`config.mk`:
```
export PLATFORM = sky130hd
export DESIGN_NAME = sysclk_switch
export DESIGN_NICKNAME = d
export VERILOG_FILES = /design/src/rtl/ckm_pkg.sv /design/src/rtl/ckm_fail_mon.sv /design/src/rtl/ckm_src_switch.sv /design/src/rtl/ckm_tick_div.sv /design/src/rtl/sysclk_switch.sv
export SDC_FILE = /design/constraint.sdc
export NUM_CORES = 1
export LEC_CHECK = 0
export ABC_AREA = 1
export BUFFER_PORTS_ARGS = -buffer_cell sky130_fd_sc_hd__buf_2
export CORE_MARGIN = 5
export CORE_UTILIZATION = 28
export CTS_BUF_LIST = sky130_fd_sc_hd__clkbuf_8
export DETAILED_ROUTE_END_ITERATION = 6
export GPL_TIMING_DRIVEN = 0
export SYNTH_ARGS = -nofsm -noshare
export SYNTH_HDL_FRONTEND = slang
export SYNTH_SLANG_ARGS = --single-unit
```
`constraint.sdc`:
```
create_clock -name clk -period 1.1 [get_ports clk]
set_input_delay 0.275 -clock clk [delete_from_list [all_inputs] [get_ports clk]]
set_output_delay 0.275 -clock clk [all_outputs]
set_load 0.02 [all_outputs]
```
`src/rtl/ckm_pkg.sv`:
```
package ckm_pkg;
  typedef enum logic [1:0] {
    SRC_INT = 2'd0,
    SRC_EXT = 2'd1,
    SRC_PLL = 2'd2,
    SRC_RSV = 2'd3
  } src_e;

  typedef enum logic {
    SW_RUN = 1'b0,
    SW_GAP = 1'b1
  } sw_state_e;
endpackage

```
`src/rtl/ckm_fail_mon.sv`:
```
module ckm_fail_mon #(
  parameter int FAIL_LIM = 8
) (
  input  logic clk,
  input  logic rst,
  input  logic int_p,
  input  logic ext_p,
  input  logic armed,
  input  logic clr,
  input  logic irq_en,
  output logic fail_evt,
  output logic fail_q,
  output logic irq_q
);
  localparam int CW = $clog2(FAIL_LIM + 1);

  logic [CW-1:0] cnt;
  logic          fail_d;

  // a failure is declared on the internal pulse that completes the window
  assign fail_evt = armed && int_p && !ext_p && !fail_q &&
                    (cnt == CW'(FAIL_LIM - 1));
  assign fail_d   = fail_evt || (fail_q && !clr);

  always_ff @(posedge clk) begin
    if (rst) begin
      cnt    <= '0;
      fail_q <= 1'b0;
      irq_q  <= 1'b0;
    end else begin
      if (!armed || ext_p) cnt <= '0;
      else if (int_p)      cnt <= cnt + 1'b1;
      fail_q <= fail_d;
      irq_q  <= fail_d && irq_en;
    end
  end

  assert_fail_hold_R7: assert property (@(posedge clk) disable iff (rst)
    (fail_q && !clr) |=> fail_q);
  assert_no_early_fail_R4: assert property (@(posedge clk) disable iff (rst)
    (armed && ext_p) |=> !fail_evt);
  assert_irq_needs_flag_R6: assert property (@(posedge clk) disable iff (rst)
    irq_q |-> fail_q);
endmodule

```
`src/rtl/ckm_src_switch.sv`:
```
module ckm_src_switch
  import ckm_pkg::*;
(
  input  logic       clk,
  input  logic       rst,
  input  logic [2:0] src_p,
  input  logic       sel_wr,
  input  logic [1:0] sel_src,
  input  logic       fail_q,
  input  logic       fail_evt,
  output logic       sys_tick,
  output logic [1:0] active,
  output logic       armed
);
  sw_state_e  state;
  src_e       active_q, target_q, req;
  logic [3:0] p4;
  logic       accept, ext_in_use;

  assign p4         = {1'b0, src_p};
  assign req        = src_e'(sel_src);
  assign ext_in_use = (active_q == SRC_EXT) || (target_q == SRC_EXT);
  assign armed      = ext_in_use;
  assign accept     = sel_wr && (req != SRC_RSV) && (req != target_q) &&
                      !((req == SRC_EXT) && fail_q);
  assign active     = active_q;

  always_ff @(posedge clk) begin
    if (rst) begin
      state    <= SW_RUN;
      active_q <= SRC_INT;
      target_q <= SRC_INT;
      sys_tick <= 1'b0;
    end else begin
      sys_tick <= (state == SW_RUN) && p4[active_q];
      if (fail_evt && ext_in_use) begin
        state    <= SW_GAP;
        target_q <= SRC_INT;
      end else if (accept) begin
        state    <= SW_GAP;
        target_q <= req;
      end else if ((state == SW_GAP) && p4[target_q]) begin
        state    <= SW_RUN;
        active_q <= target_q;
      end
    end
  end

  assert_switch_quiet_R3: assert property (@(posedge clk) disable iff (rst)
    (active_q != $past(active_q)) |-> !sys_tick);
  assert_refuse_ext_R7: assert property (@(posedge clk) disable iff (rst)
    (sel_wr && req == SRC_EXT && fail_q && target_q != SRC_EXT) |=> target_q != SRC_EXT);
  assert_fallback_R5: assert property (@(posedge clk) disable iff (rst)
    (fail_evt && active_q == SRC_EXT) |=> (target_q == SRC_INT && state == SW_GAP));
  assert_no_rsv_R2: assert property (@(posedge clk) disable iff (rst)
    active_q != SRC_RSV);
endmodule

```
`src/rtl/ckm_tick_div.sv`:
```
module ckm_tick_div #(
  parameter int CODEW    = 3,
  parameter int MIN_CODE = 0,
  parameter int MAX_CODE = 4
) (
  input  logic             clk,
  input  logic             rst,
  input  logic             tick_in,
  input  logic [CODEW-1:0] code,
  output logic             tick_out
);
  localparam int CNTW = MAX_CODE;

  logic [CODEW-1:0] cur, eff;
  logic [CNTW-1:0]  cnt;
  logic [CNTW:0]    lim;
  logic             wrap;

  always_comb begin
    if (int'(code) < MIN_CODE)      eff = CODEW'(MIN_CODE);
    else if (int'(code) > MAX_CODE) eff = CODEW'(MAX_CODE);
    else                            eff = code;
  end

  assign lim  = ({{CNTW{1'b0}}, 1'b1} << cur) - 1'b1;
  assign wrap = tick_in && ({1'b0, cnt} == lim);

  always_ff @(posedge clk) begin
    if (rst) begin
      cur      <= CODEW'(MIN_CODE);
      cnt      <= '0;
      tick_out <= 1'b0;
    end else begin
      tick_out <= wrap;
      if (wrap) begin
        cnt <= '0;
        cur <= eff;
      end else if (tick_in) begin
        cnt <= cnt + 1'b1;
      end
    end
  end

  assert_div_follows_input_R8: assert property (@(posedge clk) disable iff (rst)
    tick_out |-> $past(tick_in));
  assert_ratio_floor_R9: assert property (@(posedge clk) disable iff (rst)
    (int'(cur) >= MIN_CODE) && (int'(cur) <= MAX_CODE));
  assert_boundary_load_R10: assert property (@(posedge clk) disable iff (rst)
    !wrap |=> $stable(cur));
endmodule

```
`src/rtl/sysclk_switch.sv`:
```
module sysclk_switch #(
  parameter int FAIL_LIM  = 8,
  parameter int CODEW     = 3,
  parameter int MAX_CODE  = 4,
  parameter int FAST_MIN  = 1,
  parameter int SLOW_MIN  = 2
) (
  input  logic             clk,
  input  logic             rst,
  input  logic             int_pulse,
  input  logic             ext_pulse,
  input  logic             pll_pulse,
  input  logic             sel_wr,
  input  logic [1:0]       sel_src,
  input  logic             fail_clr,
  input  logic             irq_en,
  input  logic [CODEW-1:0] hpre,
  input  logic [CODEW-1:0] pfast_pre,
  input  logic [CODEW-1:0] pslow_pre,
  output logic             sys_tick,
  output logic             hclk_tick,
  output logic             pfast_tick,
  output logic             pslow_tick,
  output logic [1:0]       active_src,
  output logic             fail_flag,
  output logic             irq
);
  logic armed, fail_evt;

  ckm_fail_mon #(.FAIL_LIM(FAIL_LIM)) u_mon (
    .clk(clk), .rst(rst), .int_p(int_pulse), .ext_p(ext_pulse),
    .armed(armed), .clr(fail_clr), .irq_en(irq_en),
    .fail_evt(fail_evt), .fail_q(fail_flag), .irq_q(irq)
  );

  ckm_src_switch u_sw (
    .clk(clk), .rst(rst), .src_p({pll_pulse, ext_pulse, int_pulse}),
    .sel_wr(sel_wr), .sel_src(sel_src), .fail_q(fail_flag),
    .fail_evt(fail_evt), .sys_tick(sys_tick), .active(active_src),
    .armed(armed)
  );

  ckm_tick_div #(.CODEW(CODEW), .MIN_CODE(0), .MAX_CODE(MAX_CODE)) u_hdiv (
    .clk(clk), .rst(rst), .tick_in(sys_tick), .code(hpre), .tick_out(hclk_tick)
  );

  ckm_tick_div #(.CODEW(CODEW), .MIN_CODE(FAST_MIN), .MAX_CODE(MAX_CODE)) u_fdiv (
    .clk(clk), .rst(rst), .tick_in(hclk_tick), .code(pfast_pre), .tick_out(pfast_tick)
  );

  ckm_tick_div #(.CODEW(CODEW), .MIN_CODE(SLOW_MIN), .MAX_CODE(MAX_CODE)) u_sdiv (
    .clk(clk), .rst(rst), .tick_in(hclk_tick), .code(pslow_pre), .tick_out(pslow_tick)
  );

  assert_irq_flag_R6: assert property (@(posedge clk) disable iff (rst)
    (fail_flag && irq_en && !fail_clr) |=> irq);
endmodule

```
==> results of run 1 <==
sequential cells by signal, summed over array words and instances, names as in the netlist, 2 cells and up:
register and cells:
u_sdiv.cur 3, u_sw.active 2, u_sw.target_q 2, u_fdiv.cnt 4, u_mon.cnt 4, u_fdiv.cur 3, u_hdiv.cur 3, u_sdiv.cnt 4
u_hdiv.cnt 4
critical path, cell delays in order (launching register included):
cell      delay, ns
dfxtp_2        0.36
ha_4           0.15
nand3_4        0.08
nor2_4         0.13
nand3_4        0.12
buf_4          0.17
nand2_4        0.05
a211oi_1       0.06
placed cells by master (no fill, tap or decap), types with 3 or more instances in the layout:
| cell type | count |
|---|---|
| nand3_4 | 3 |
| nand3_1 | 20 |
| xnor2_1 | 4 |
| nand3_2 | 5 |
| nor2_1 | 35 |
| nand2_4 | 5 |
| xor2_1 | 6 |
| nor3_1 | 3 |
| nand2_2 | 8 |
| dfxtp_1 | 16 |
| nand2_1 | 38 |
| clkbuf_8 | 6 |
| nand4_1 | 14 |
| a21oi_1 | 8 |
| buf_2 | 21 |
| buf_4 | 11 |
| inv_2 | 4 |
| ha_1 | 3 |
| dfxtp_4 | 9 |
| nor2_4 | 7 |
| nor2_2 | 9 |
| dfxtp_2 | 11 |
| inv_1 | 26 |
| buf_6 | 4 |
logic make-up (layout without fill, tap and decap cells):
logic type      Yosys count  in the layout  synth area share (%)
compound gates           18             18                  5.70
flops                    36             36                  39.6
xor+xnor                 11             11                  5.29
buf+inv                  36             78                  7.56
simple gates            150            150                  38.6
mux                       1              1                 0.550
fa+ha+maj                 4              4                  2.75
final timing paths:
kind,from,end,slack [ns],cells after the start
worst min register to register,u_sw.state$_SDFFE_PP0P_,u_sw.sys_tick$_SDFF_PP0_,0.46,1
worst min-delay path,irq_en,u_mon.irq_q$_SDFF_PP0_,0.21,3
worst max-delay path,u_mon.cnt[1]$_SDFFE_PP0P_,u_sw.target_q[0]$_SDFFE_PP0P_,-0.14,7
worst max register to register,u_mon.cnt[1]$_SDFFE_PP0P_,u_sw.target_q[0]$_SDFFE_PP0P_,-0.14,7
where the power goes:
| part | switching [mW] | total, mW | internal, mW | leakage [nW] |
|---|---|---|---|---|
| Clock | 0.486 | 0.986 | 0.500 | 0.0486 |
| Combinational | 0.257 | 0.444 | 0.187 | 0.719 |
| Sequential | 0.0581 | 1.40 | 1.34 | 0.303 |
| Total | 0.801 | 2.83 | 2.03 | 1.07 |
metrics by stage:
stage | power [mW] | setup WS (ns)
5_1_grt | 3.00 | -0.203
2_1_floorplan | 1.66 | -0.0278
4_1_cts | 2.81 | -0.111
6_report | 2.83 | -0.140
3_3_place_gp | 1.76 | -0.355
3_5_place_dp | 1.77 | -0.368
area by class of cell:
cell class / instances / area, µm² / area share, %
clock inverter: 2 / 11.3 / 0.457
inverter: 32 / 125 / 5.08
sequential: 36 / 768 / 31.2
clock buffer: 6 / 82.6 / 3.35
timing repair buffer: 34 / 220 / 8.94
tap: 77 / 96.3 / 3.91
buffer: 4 / 21.3 / 0.864
multi-input combinational: 184 / 1140 / 46.2
per-layer routing:
metal  part of all wire (%)  wire [µm]  global-route usage (%)  vias to the layer above
met5                      0          0                       0                        -
met4                    1.0         42                    2.98                        0
met3                    3.8        153                    3.33                        5
met2                     48       1970                    16.9                       22
met1                     47       1910                    12.9                      775
li1                       -          -                       -                      915
timing repair:
action | 4_1_cts | 5_1_grt
setup endpoints to repair | 35 | 40
hold buffers | 0 | 0
buffers inserted | 6 | 3
pin swaps | 12 | 15
resized for setup | 24 | 44
==> metrics.txt, run 1 <==
status=complete, but fails checks; violated checks=setup timing; vias in the first global route=approximately 1600; Worst EP required=1.28 ns; NumNets Final=320; final WL=4070 µm; Util after Layout=38.8%; count of final max-slew check failures=0; die span in y=just over 90 µm; hpwl dp=2910 µm; Starting Density=28.7%; die width=roughly 91 µm; Max-Cap Viols=0; max frequency=806 MHz; max_slew headroom=roughly 66%; Via density=4.58; Finished Layout Cells=375; Final min period=1.24 ns; WL/cell=10.9 µm; Yosys top cell by area=dfxtp_1; layout filler cell count=about 650; critical path capture point type=flop; Final period util=113%; Pwr Density=1150 nW/µm²; clock sink count=36; clk buf depth=2; IO Count=27; Ys Warns=0; DRC errors left=0; Yosys cell types=28; Leak=1.07 nW; asr flop ratio synth=0%; Avg Inst Size Synth=7.11 µm²; Setup Skew=0.00680 ns; Syn-to-layout area delta=35.3%; initial antenna violation count=0; VDD IR-drop max=0.543 mV; global-route wire length before repair=7120 µm; synthesized cell area=1820 µm²; Yosys reg bits=36; number of synthesized flops with an enable pin=0; Min Hold Slack=0.212 ns; GR Util All Layers=10.3%; design area=around 2500 µm²; placed instance count=358; total grt overflow=0; row cnt=29; CTS tree=built; RSZ-0062 raised after global routing=yes; largest net degree at the start of global routing=12; port bufs=25; post-route ant nets=0; Inserted Clock Buffers=5; CTS clock-pin slew for the worst setup and hold paths=around 0.080 ns; routed vias=1717; syn_nets=279; Yosys top cell area share=39.6%; Hold Vio Cnt, Final=0; Setup Viol. Count Final=30; ANT cells=0; core footprint=6350 µm²; Placer Congestion=0.772; worst setup path category=flop to flop; top post-synthesis cells by area=dfxtp_1, nand2_1, nor2_1; DP Area=about 2100 µm²; count leader, synth=nand2_1; Crit Path Max Fanout=5; CP Data Arrival Time=between 1 and 1.5 ns; measured slew at the worst slew-check pin=0.509 ns; crit path launch type=flop; commonest cells in the netlist=nand2_1, nor2_1, dfxtp_1, inv_1, nand3_1; root buffer cell=clkbuf_8; Hold Path Class=input port to flop; H-tree depth=2; ys flop type=dfxtp_1; cells after synthesis=about 260; drt pass-1 iters=4; share of cells above drive strength 1=38.3%; DRT iter0 DRCs=77; die area=8210 µm²; clock latency on the worst-skew pair=0.29 ns; share of the yosys chip area belonging to registers=39.6%; final worst setup slack=-0.140 ns; setup TNS=-1.98 ns
Power figures use the tool's default switching activity.
==> run 2: changes to the inputs <==
CORE_ASPECT_RATIO = 0.7   (was not set)
==> run 2 against run 1 <==
  * Critical path type unchanged
  * Setup slack got worse by 0.013 ns
  * Largest cell class unchanged
  * Clock power grew 20%
  * Sequential power hardly changed
  * The flow still finishes with violations (setup timing)
==> metrics.txt, run 2 (synthesis results as in run 1) <==
Final period util=114% (+1.1 points); critical path's slowest cell=dfxtp_2; hpwl dp=3000 µm (+3.0%); GR Util All Layers=10.7% (+0.38 points); Leak=1.07 nW (+0.15%); clock latency on the worst-skew pair=0.30 ns (about the same); clock sink count=36 (unchanged); Buf/Inv on CP=1 (unchanged); CP Data Arrival Time=1.42 ns (about the same); VDD IR-drop max=0.442 mV (-19%); drt pass-1 iters=4 (unchanged); Final min period=1.25 ns (+0.0125 ns); Net Sw Power=0.827 mW (+3.2%); crit path launch type=flop; IO Count=27 (unchanged); Setup Skew=0.00841 ns (+0.00161 ns); initial antenna violation count=0 (unchanged); root buffer cell=clkbuf_8; total grt overflow=0 (unchanged); post-route ant nets=0 (unchanged); clk buf depth=2 (unchanged); measured slew at the worst slew-check pin=0.449 ns (-0.0598 ns); delay-heaviest family, CP=simple AND/OR/NAND/NOR gates; Via density=4.51 (-1.5%); DRT iter0 DRCs=73 (-5.2%); worst setup path category=flop to flop; Worst EP required=1.27 ns (about the same); final WL=4220 µm (+3.6%); Hold Vio Cnt, Final=0 (unchanged); core footprint=6280 µm² (-1.2%); Setup Viol. Count Final=31 (+3.3%); RSZ-0062 raised after global routing=yes; Pwr Density=1220 nW/µm² (+6.4%); port bufs=25 (unchanged); vias in the first global route=1602 (-1.4%); violated checks=setup timing; CP cell instances=inv_2, nor2_1, nand4_1, a21oi_2, nand2_2, nand2_1, nand3_1; Util after Layout=39.4% (+0.64 points); Min Hold Slack=0.193 ns (-0.0193 ns); cell internal pwr=2.19 mW (+8.4%); die width=106 µm (+17%); status=complete, but fails checks; DRC errors left=0 (unchanged); crit-path max cell delay=0.36 ns (about the same); CTS tree=built; CTS clock-pin slew for the worst setup and hold paths=0.08 ns (about the same); Syn-to-layout area delta=35.9%; hold buffer count at cts=0 (unchanged); Hold Path Class=input port to flop; Reg power frac=46.5% (-2.9 points); most common cell after layout, fill and taps aside=nand2_1; share of cells above drive strength 1=39.4% (+1.1 points); Placer Congestion=0.799 (+3.5%); ANT cells=0 (unchanged); count of final max-slew check failures=0 (unchanged); critical path capture point type=flop; layout filler cell count=622 (-4.5%); Clk pwr share=38.9% (+4.0 points); die span in y=77.5 µm (-15%); Comb pwr share=14.5% (-1.2 points); Max-Cap Viols=0 (unchanged); largest net degree at the start of global routing=13 (+1); Inserted Clock Buffers=5 (unchanged); sw frac=27.4% (-0.98 points); Crit Path Max Fanout=5 (unchanged); final worst setup slack=-0.153 ns (-0.0125 ns); routed vias=1691 (-1.5%); die area=8240 µm² (+0.31%); commonest non-fill, non-tap cells in the layout=nand2_1, nor2_1, inv_1, buf_2, nand3_1; Starting Density=29.0% (+0.34 points); global-route wire length before repair=7300 µm (+2.5%); H-tree depth=2 (unchanged); max frequency=798 MHz (-1.0%); WL/cell=11.2 µm (+3.6%); NumNets Final=319 (-0.31%); max_slew headroom=69.9% (+3.8 points); row cnt=24 (-17%)
## run 2: cell count changes in the layout (fill, tap and decap cells not counted), moves of 2 or more
| cell | before | now |
|---|---|---|
| inv_2 | 4 | 2 |
| nor2_1 | 35 | 28 |
| dfxtp_4 | 9 | 3 |
| nand2_2 | 8 | 4 |
| nor2_2 | 9 | 16 |
| nand2_1 | 38 | 40 |
| dfxtp_2 | 11 | 17 |
| nand3_2 | 5 | 3 |
| nand3_1 | 20 | 22 |
| nand2_4 | 5 | 7 |
| buf_6 | 4 | 2 |
## run 2: final cells by class
class / instances / area (µm²) / area share, %
multi-input cells: 184 / 1160 / 47.0
inverters: 32 / 125 / 5.06
repair buffers: 33 / 203 / 8.19
flip-flops and latches: 36 / 753 / 30.5
plain buffers: 4 / 21.3 / 0.860
clock buffers: 5 / 68.8 / 2.78
well taps: 78 / 97.6 / 3.95
clock inverters: 3 / 42.5 / 1.72
## run 2: worst reg2reg max path: stages (launching register included)
cell     delay [ns]
dfxtp_2        0.36
inv_2          0.06
nor2_1         0.11
nand4_1        0.11
a21oi_2        0.22
nand2_2        0.14
nand2_1        0.08
nand3_1        0.06
## run 2: metrics by stage
stage | setup WS [ns] | std cells | setup TNS (ns) | area [µm²] | power (mW)
floorplan | -0.0278 | 256 | -0.141 | 1880 | 1.66
global placement | -0.303 | 359 | -5.80 | 2100 | 1.76
detailed placement | -0.316 | 359 | -6.42 | 2100 | 1.77
CTS | -0.133 | 372 | -2.16 | 2340 | 3.03
global route | -0.222 | 375 | -5.92 | 2470 | 3.17
finish | -0.153 | 375 | -3.57 | 2470 | 3.02
## run 2: final timing paths
path | start | to | slack [ns] | cells past startpoint
max reg2reg | u_sdiv.cur[2]$_SDFFE_PP0P_ | u_sdiv.cur[1]$_SDFFE_PP1P_ | -0.15 | 7
min reg2reg | u_sw.state$_SDFFE_PP0P_ | u_sw.sys_tick$_SDFF_PP0_ | 0.46 | 1
min | irq_en | u_mon.irq_q$_SDFF_PP0_ | 0.19 | 3
max | u_sdiv.cur[2]$_SDFFE_PP0P_ | u_sdiv.cur[1]$_SDFFE_PP1P_ | -0.15 | 7
## run 2: per-layer routing
metal / GRT usage (%) / wire length (µm) / up-vias
met1: 15.3 / 2280 / 754
met2: 15.1 / 1690 / 25
met3: 3.07 / 182 / 5
li1: - / - / 907
met5: 0 / 0 / -
met4: 4.27 / 55 / 0
## run 2: repair_timing
| item | in CTS | in global routing |
|---|---|---|
| pin swaps | 10 | 15 |
| gates cloned | 0 | 0 |
| resized for setup | 33 | 32 |
| setup endpoints to repair | 36 | 34 |
| buffers inserted | 5 | 3 |
## run 2: power groups by stage
stage	Clock, mW	Combinational [mW]	Sequential (mW)
5_1_grt	1.27	0.492	1.41
3_3_place_gp	0	0.335	1.43
3_5_place_dp	0	0.341	1.43
2_1_floorplan	0	0.232	1.43
4_1_cts	1.24	0.392	1.40
6_report	1.18	0.439	1.41
==> run 3: changes to the inputs <==
--- a/constraint.sdc
+++ b/constraint.sdc
@@ -3,2 +3,2 @@
 set_output_delay 0.275 -clock clk [all_outputs]
-set_load 0.02 [all_outputs]
+set_load 0.1 [all_outputs]
==> run 3 against run 2 <==
  * The run still ends with setup timing left
  * Clock skew fell by 0.0048 ns
  * Cell area rose by 9.6%
  * Clock power rose by 41%
  * Maximum frequency fell by 3.0%
  * Total power rose by 20%
  * Die area did not move
  * Count of clock-buffer cells in the layout did not move
  * Sequential share of layout area fell by 2.1 points
  * Critical path type unchanged
==> metrics.txt, run 3 (synthesis results as in run 1) <==
share of cells above drive strength 1=42.9% (+3.5 points); max frequency=774 MHz (-3.0%); Worst EP required=1.34 ns (+0.07 ns); global-route wire length before repair=7420 µm (+1.7%); total grt overflow=0 (unchanged); Final min period=1.29 ns (+0.0384 ns); critical path capture point type=flop; CTS tree=built; DRC errors left=0 (unchanged); clk buf depth=2 (unchanged); Min Hold Slack=0.194 ns (+0.00145 ns); largest net degree at the start of global routing=13 (unchanged); WL/cell=11.9 µm (+6.1%); commonest non-fill, non-tap cells in the layout=nand2_1, nor2_1, inv_1, nand3_1, buf_2; DRT iter0 DRCs=50 (-32%); Util after Layout=43.2% (+3.8 points); Buf/Inv on CP=1 (unchanged); crit path launch type=flop; vias in the first global route=1600 (-0.12%); Inserted Clock Buffers=5 (unchanged); layout filler cell count=605 (-2.7%); final worst setup slack=-0.191 ns (-0.0384 ns); most common cell after layout, fill and taps aside=nand2_1; GR Util All Layers=11.1% (+0.39 points); Final period util=117% (+3.5 points); Starting Density=29.0% (unchanged); status=complete, but fails checks; post-route ant nets=0 (unchanged); crit-path max cell delay=0.37 ns (about the same); CP cell instances=nor2_4, nand2_2, xor2_1, nor2_4, nand2_4, buf_4, nor2_4; violated checks=setup timing; Via density=4.66 (+3.3%); core footprint=6280 µm² (unchanged); Setup Skew=0.00359 ns (-0.00482 ns); die width=106 µm (unchanged); hpwl dp=3000 µm (-0.22%); Top cell by count, worst path=nor2_4; initial antenna violation count=0 (unchanged); clock latency on the worst-skew pair=0.29 ns (about the same); die area=8240 µm² (unchanged); root buffer cell=clkbuf_8; H-tree depth=2 (unchanged); Syn-to-layout area delta=48.9%; max_slew headroom=64.0% (-5.8 points); final WL=4520 µm (+7.3%); routed vias=1765 (+4.4%); die span in y=77.5 µm (unchanged); met2 Use GR=15.7% (+0.57 points); worst setup path category=flop to flop; Leak=1.14 nW (+6.5%); NumNets Final=323 (+1.3%); row cnt=24 (unchanged); clock sink count=36 (unchanged); port bufs=25 (unchanged); Pwr Density=1340 nW/µm² (+9.9%); RSZ-0062 raised after global routing=yes; Place WS=-0.331 ns (-0.0144 ns); ANT cells=0 (unchanged); register area=769 µm² (+2.2%); Setup Viol. Count Final=35 (+13%); measured slew at the worst slew-check pin=0.540 ns (+0.0905 ns); GRT Max-Usage Layer=met1; Hold Path Class=input port to flop; delay-heaviest family, CP=simple AND/OR/NAND/NOR gates; met1 track demand over resource=16.0% (+0.71 points); critical path's slowest cell=dfxtp_4; CP Data Arrival Time=1.53 ns (+0.11 ns); Max-Cap Viols=0 (unchanged); Crit Path Max Fanout=5 (unchanged); total power=3.64 mW (+20%); IO Count=27 (unchanged); Hold Vio Cnt, Final=0 (unchanged); Multi-input gate area=1200 µm² (+2.9%); count of final max-slew check failures=0 (unchanged); Placer Congestion=0.776 (-2.9%); VDD IR-drop max=0.561 mV (+27%); hold buffer count at cts=0 (unchanged); drt pass-1 iters=4 (unchanged); met3 Resource Use GR=2.74% (-0.33 points); CTS clock-pin slew for the worst setup and hold paths=0.08 ns (about the same)
==> run 3: changes by cell type in the layout (fill, tap and decap cells not counted), moves of 3 or more <==
cell,previous run,this run
buf_2,22,18
nor2_4,7,11
dfxtp_1,16,13
dfxtp_4,3,8
nand2_1,40,37
nor2_2,16,13
nand2_2,4,7
buf_12,0,8
==> run 3: worst register-to-register path, cell delays in order, from the launching register on <==
cell,delay (ns)
dfxtp_4,0.37
nor2_4,0.14
nand2_2,0.06
xor2_1,0.16
nor2_4,0.18
nand2_4,0.11
buf_4,0.16
nor2_4,0.06
==> run 3: timing repair <==
item | in CTS | in global routing
gates resized for setup | 60 | 35
pin swaps | 14 | 11
setup endpoints to repair | 39 | 40
setup buffers | 7 | 5
==> run 3: path summary, 6_finish.rpt <==
path	start	cells after the start	endpoint	slack, ns
worst min register to register	u_sw.state$_SDFFE_PP0P_	1	u_sw.sys_tick$_SDFF_PP0_	0.47
worst min-delay path	irq_en	3	u_mon.irq_q$_SDFF_PP0_	0.19
worst max-delay path	u_fdiv.cur[1]$_SDFFE_PP0P_	7	u_fdiv.tick_out$_SDFF_PP0_	-0.19
worst max register to register	u_fdiv.cur[1]$_SDFFE_PP0P_	7	u_fdiv.tick_out$_SDFF_PP0_	-0.19
==> run 3: routing by layer <==
layer,vias up,routed length [µm]
met3,7,193
met2,43,1960
met4,0,78
met5,-,0
met1,793,2290
li1,922,-
==> run 3: per-stage QoR <==
| step | cell area [µm²] | setup TNS (ns) | cells |
|---|---|---|---|
| after global routing | 2710 | -6.70 | 379 |
| after detailed placement | 2140 | -6.90 | 359 |
| after CTS | 2560 | -3.14 | 374 |
| final | 2710 | -3.76 | 379 |
| after global placement | 2140 | -6.52 | 359 |
| after floorplan | 1920 | -1.22 | 256 |
==> run 3: final cells by class <==
type,instances,share of cell area [%]
multi-input cells,184,44.1
repair buffers,37,12.4
clock buffers,5,2.54
inverters,32,4.80
plain buffers,4,0.877
flip-flops and latches,36,28.4
well taps,78,3.60
clock inverters,3,3.32
==> run 3: report_power, final <==
part           leakage (nW)  switching (mW)  internal (mW)
registers             0.304          0.0619           1.34
logic                 0.760           0.352          0.229
clock network        0.0784           0.523           1.13
